**config.mk**
```make
export PLATFORM = sky130hd
export DESIGN_NAME = arl_pwm_timer
export DESIGN_NICKNAME = d
export VERILOG_FILES = /design/src/rtl/arl_pwm_timer.sv
export SDC_FILE = /design/constraint.sdc
export NUM_CORES = 1
export LEC_CHECK = 0
export BUFFER_PORTS_ARGS = -buffer_cell sky130_fd_sc_hd__buf_2
export CORE_ASPECT_RATIO = 1.5
export CORE_MARGIN = 2
export CORE_UTILIZATION = 55
export DETAILED_ROUTE_END_ITERATION = 12
export HOLD_SLACK_MARGIN = 0.06
export PLACE_DENSITY = 0.76
export SETUP_SLACK_MARGIN = 0.4
export SYNTH_ARGS = -nofsm -noshare
export SYNTH_HDL_FRONTEND = slang
export SYNTH_SLANG_ARGS = --single-unit
```
**constraint.sdc**
```tcl
create_clock -name clk -period 1.9 [get_ports clk]
set_input_delay 0.285 -clock clk [delete_from_list [all_inputs] [get_ports clk]]
set_output_delay 0.285 -clock clk [all_outputs]
set_load 0.005 [all_outputs]
```
**src/rtl/arl_pwm_timer.sv**
```systemverilog
module arl_pwm_timer #(
  parameter int CW = 12
) (
  input  logic          clk,
  input  logic          rst_n,
  input  logic          tick_en,
  input  logic          wr_en,
  input  logic [2:0]    wr_addr,
  input  logic [7:0]    wr_data,
  input  logic          rd_en,
  output logic [1:0]    stat_o,
  output logic [CW-1:0] cnt_o,
  output logic          pwm_o,
  output logic          irq_o
);
  localparam int HW = CW - 8;
  localparam logic [CW-1:0] TOP = '1;

  logic [CW-1:0] cnt_q, reload_q, duty_q, shadow_q;
  logic lock_q, oe_q, pol_q, cie_q, oie_q, cmpf_q, ovff_q, lvl_q;

  wire wrap     = tick_en && (cnt_q == TOP);
  wire live_hit = !lock_q && !oe_q && (duty_q != '0) && (cnt_q == duty_q);
  wire pwm_hit  = !lock_q && oe_q && (cnt_q == shadow_q);
  wire wr_rlo   = wr_en && (wr_addr == 3'd0);
  wire wr_rhi   = wr_en && (wr_addr == 3'd1);
  wire wr_dhi   = wr_en && (wr_addr == 3'd2);
  wire wr_dlo   = wr_en && (wr_addr == 3'd3);
  wire wr_ctl   = wr_en && (wr_addr == 3'd4);

  always_ff @(posedge clk) begin
    if (!rst_n) cnt_q <= '0;
    else if (wrap) cnt_q <= reload_q;
    else if (tick_en) cnt_q <= cnt_q + 1'b1;
  end

  always_ff @(posedge clk) begin
    if (!rst_n) reload_q <= '0;
    else if (wr_rlo) reload_q[7:0] <= wr_data;
    else if (wr_rhi) reload_q[CW-1:8] <= wr_data[HW-1:0];
  end

  always_ff @(posedge clk) begin
    if (!rst_n) begin
      duty_q <= '0;
      lock_q <= 1'b0;
    end else if (wr_dhi) begin
      duty_q[CW-1:8] <= wr_data[HW-1:0];
      lock_q <= 1'b1;
    end else if (wr_dlo) begin
      duty_q[7:0] <= wr_data;
      lock_q <= 1'b0;
    end
  end

  always_ff @(posedge clk) begin
    if (!rst_n) shadow_q <= '0;
    else if (wrap) shadow_q <= duty_q;
  end

  always_ff @(posedge clk) begin
    if (!rst_n) {oie_q, cie_q, pol_q, oe_q} <= '0;
    else if (wr_ctl) {oie_q, cie_q, pol_q, oe_q} <= wr_data[3:0];
  end

  always_ff @(posedge clk) begin
    if (!rst_n) begin
      cmpf_q <= 1'b0;
      ovff_q <= 1'b0;
    end else begin
      cmpf_q <= live_hit | (cmpf_q & ~rd_en);
      ovff_q <= wrap | (ovff_q & ~rd_en);
    end
  end

  always_ff @(posedge clk) begin
    if (!rst_n) lvl_q <= 1'b0;
    else if (wrap) lvl_q <= 1'b1;
    else if (pwm_hit) lvl_q <= 1'b0;
  end

  assign cnt_o  = cnt_q;
  assign stat_o = {ovff_q, cmpf_q};
  assign pwm_o  = (oe_q & lvl_q) ^ pol_q;
  assign irq_o  = (cmpf_q & cie_q) | (ovff_q & oie_q);
endmodule


```
==> flow_metrics.env <==
export IMPL_outcome="finished, final reports clean"
export IMPL_use_met3_pct=3.62
export IMPL_fillers=381
export IMPL_clk_pin_slew_worst_paths_ns=0.11
export IMPL_cts_buffer_depth=2
export IMPL_synth_compound_area_share_pct=11.0
export IMPL_clock_power_share_pct=36.5
export IMPL_synth_top_cells_by_area="dfxtp_1 42%, mux2i_1 9.4%, nand2_1 6.6%"
export IMPL_required_ns=2.11
export IMPL_endpoint_kind="flip-flop"
export IMPL_grt_pass1_wl_um=11100
export IMPL_relSlewSlack_pct=66.6
export IMPL_ys_warn_count=0
export IMPL_postCtsHoldBufs=0
export IMPL_grt_use_met2_pct=48.8
export IMPL_combPwrFrac_pct=7.9
export IMPL_hold_class="primary input to flip-flop"
export IMPL_yosysMostFrequentCell="dfxtp_1"
export IMPL_grt_use_met1_pct=33.4
export IMPL_via_per_inst=6.02
export IMPL_ys_ff_latch=56
export IMPL_drt_drc_violations_left=0
export IMPL_grt_max_degree=49
export IMPL_start_kind="flip-flop"
export IMPL_crit_family="simple AND/OR/NAND/NOR gates"
export IMPL_hold_viol=0
export IMPL_synthDistinctLibCells=44
export IMPL_gp_congestion=0.956
export IMPL_final_area_um2=3340
export IMPL_yosys_area_share_simple_pct=23.0
export IMPL_synth_commonest_cells="56 x dfxtp_1, 47 x nand2_1, 32 x nor2_1, 26 x a21oi_1, 25 x mux2i_1"
export IMPL_synthXorXnorAreaFrac_pct=8.22
export IMPL_drive_gt1_share_pct=28.7
export IMPL_gr_total_overflow=0
export IMPL_synth_fp_nets=330
export IMPL_swShare_pct=24.2
export IMPL_die_h_um=89.3
export IMPL_finalSetupViolations=0
export IMPL_synth_area_um2=2670
export IMPL_top_usage_layer="met2"
export IMPL_syn_to_final_growth_pct=25.4
export IMPL_pin_count=32
export IMPL_intPower_mw=1.64
export IMPL_drt_initial_drc_count=261
export IMPL_first_global_vias=2215
export IMPL_synth_fa_ha_area_share_pct=0.469
export IMPL_cts_sinks=56
export IMPL_antenna_cells=0
export IMPL_fin_nets=371
export IMPL_num_vias=2533
export IMPL_worst_pin_slew_ns=0.501
export IMPL_numPortBuffers=31
export IMPL_vdd_drop_max_mv=0.483
export IMPL_critPathKind="flip-flop to flip-flop"
export IMPL_cts_max_level=2
export IMPL_power_share_sequential_pct=55.7
export IMPL_core_area_um2=4730
export IMPL_worstPathCellList="nand3_4 > nor4_4 > buf_6 > buf_12 > mux2i_1 > nor2_1"
export IMPL_min_period_over_period_pct=84.6
export IMPL_setup_tns_final_ns=0
export IMPL_switchingPower_mw=0.523
export IMPL_grt_usage_pct=28.4
export IMPL_slowest_stage="dfxtp_4"
export IMPL_drv_slew=0
export IMPL_initial_core_util_pct=56.3
export IMPL_p_total_mw=2.16
export IMPL_die_area_um2=5430
export IMPL_grt_setup_unrepaired="true"
export IMPL_synth_async_reset_ratio_pct=0
export IMPL_cpPeakStageDelay_ns=0.38
export IMPL_synth_ff_type="dfxtp_1"
export IMPL_max_cap_violations=0
export IMPL_yosysSeqAreaShare_pct=42.1
export IMPL_drt_pass1_iterations=5
export IMPL_clock_skew_ns=0.0151
export IMPL_cp_arrival_ns=1.81
export IMPL_antenna_found_initial=0
export IMPL_place_hpwl_um=4840
export IMPL_cts_root_buf="clkbuf_8"
export IMPL_cellPowerDensity_nw_per_um2=647
export IMPL_ant_nets=0
export IMPL_synth_largest_area_cell="dfxtp_1"
export IMPL_synth_edff_count=0
export IMPL_clk_latency_ns=0.32
export IMPL_wire_per_inst_um=18.6
export IMPL_syn_avg_cell_area_um2=8.51
export IMPL_timing_fmax_mhz=622
export IMPL_period_minus_slack_ns=1.61
export IMPL_muxShareOfSynthArea_pct=9.39
export IMPL_rows=31
export IMPL_chipWidth_um=60.8
export IMPL_place_area_um2=2870
export IMPL_finalWirelength_um=7820
export IMPL_worst_path_buf_inv=2
export IMPL_syn_inst=313
export IMPL_leakage_nw=1.32
export IMPL_synth_top_area_share_pct=42.1
export IMPL_cts_tree="yes"
export IMPL_path_max_fanout=6
export IMPL_synth_top_family_by_area="simple AND/OR/NAND/NOR gates"
export IMPL_cts_buffers_inserted=5
power groups by stage:
| stage | Clock, mW | Combinational, mW | Sequential, mW |
|---|---|---|---|
| floorplan | 0 | 0.0971 | 1.24 |
| global placement | 0 | 0.142 | 1.24 |
| detailed placement | 0 | 0.143 | 1.25 |
| CTS | 0.794 | 0.161 | 1.20 |
| global route | 0.837 | 0.185 | 1.21 |
| finish | 0.789 | 0.170 | 1.20 |
logic make-up after synthesis:
family                   count (synthesis)
multiplexers                            25
XOR/XNOR                                25
buffers and inverters                   32
flip-flops                              56
AND/OR/NAND/NOR                        124
AO/OA/AOI/OAI                           50
adder cells (fa/ha/maj)                  1
per-stage QoR:
stage | instances | utilization [%] | hold slack [ns] | setup WS [ns]
floorplan | 313 | - | 0.421 | 0.345
global placement | 391 | 60.7 | 0.448 | 0.295
global route | 421 | 70.7 | 0.216 | 0.229
detailed placement | 391 | 60.7 | 0.458 | 0.241
CTS | 415 | 67.3 | 0.203 | 0.289
finish | 421 | 70.7 | 0.208 | 0.293
layout make-up:
class	count	area (um2)	share of cell area, %
Clock buffer	5	68.8	2.06
Clock inverter	3	42.5	1.27
Inverter	6	22.5	0.674
Multi-Input combinational cell	225	1520	45.4
Sequential cell	56	1150	34.5
Tap cell	66	82.6	2.47
Timing Repair Buffer	60	454	13.6
routing by layer:
layer,wire length (um),part of all wire (%)
met1,2990,38
met2,3960,51
met3,421,5.4
met4,449,5.7
met5,0,0
path summary, 6_finish.rpt:
kind,slack (ns),from,cells past startpoint,end
setup reg to reg,0.29,cnt_o[10],6,shadow_q[10]
hold reg to reg,0.47,reload_q[2],2,reload_q[2]
setup / recovery,0.29,cnt_o[10],6,shadow_q[10]
hold / removal,0.21,wr_data[5],3,duty_q[5]
registers in the layout, summed over array words and instances (netlist names):
register,cells
duty_q,12
shadow_q,12
oie_q,1
cie_q,1
cnt_o,12
lock_q,1
cmpf_q,1
oe_q,1
lvl_q,1
reload_q,12
pol_q,1
ovff_q,1
repair_timing:
| item | in CTS | in global routing |
|---|---|---|
| gates resized for setup | 15 | 19 |
| gates cloned | 2 | 1 |
| buffers inserted | 14 | 5 |
| endpoints found under the setup margin | 21 | 26 |
| pin swaps | 6 | 12 |
placed cells by master (no fill, tap or decap), types with 9 or more instances in the layout:
cell	instances
xor2_1	12
nand3_1	9
xnor2_1	12
buf_2	31
a21oi_1	25
nand2_1	47
dfxtp_1	46
mux2i_1	23
buf_4	22
nor2_1	32
tightest hold or removal path: cells and delay by family:
kind	cells	cell delay, ns
compound gates	1	0.05
simple gates	1	0.05
buf+inv	1	0.10
(Power assumes the default switching activity.)
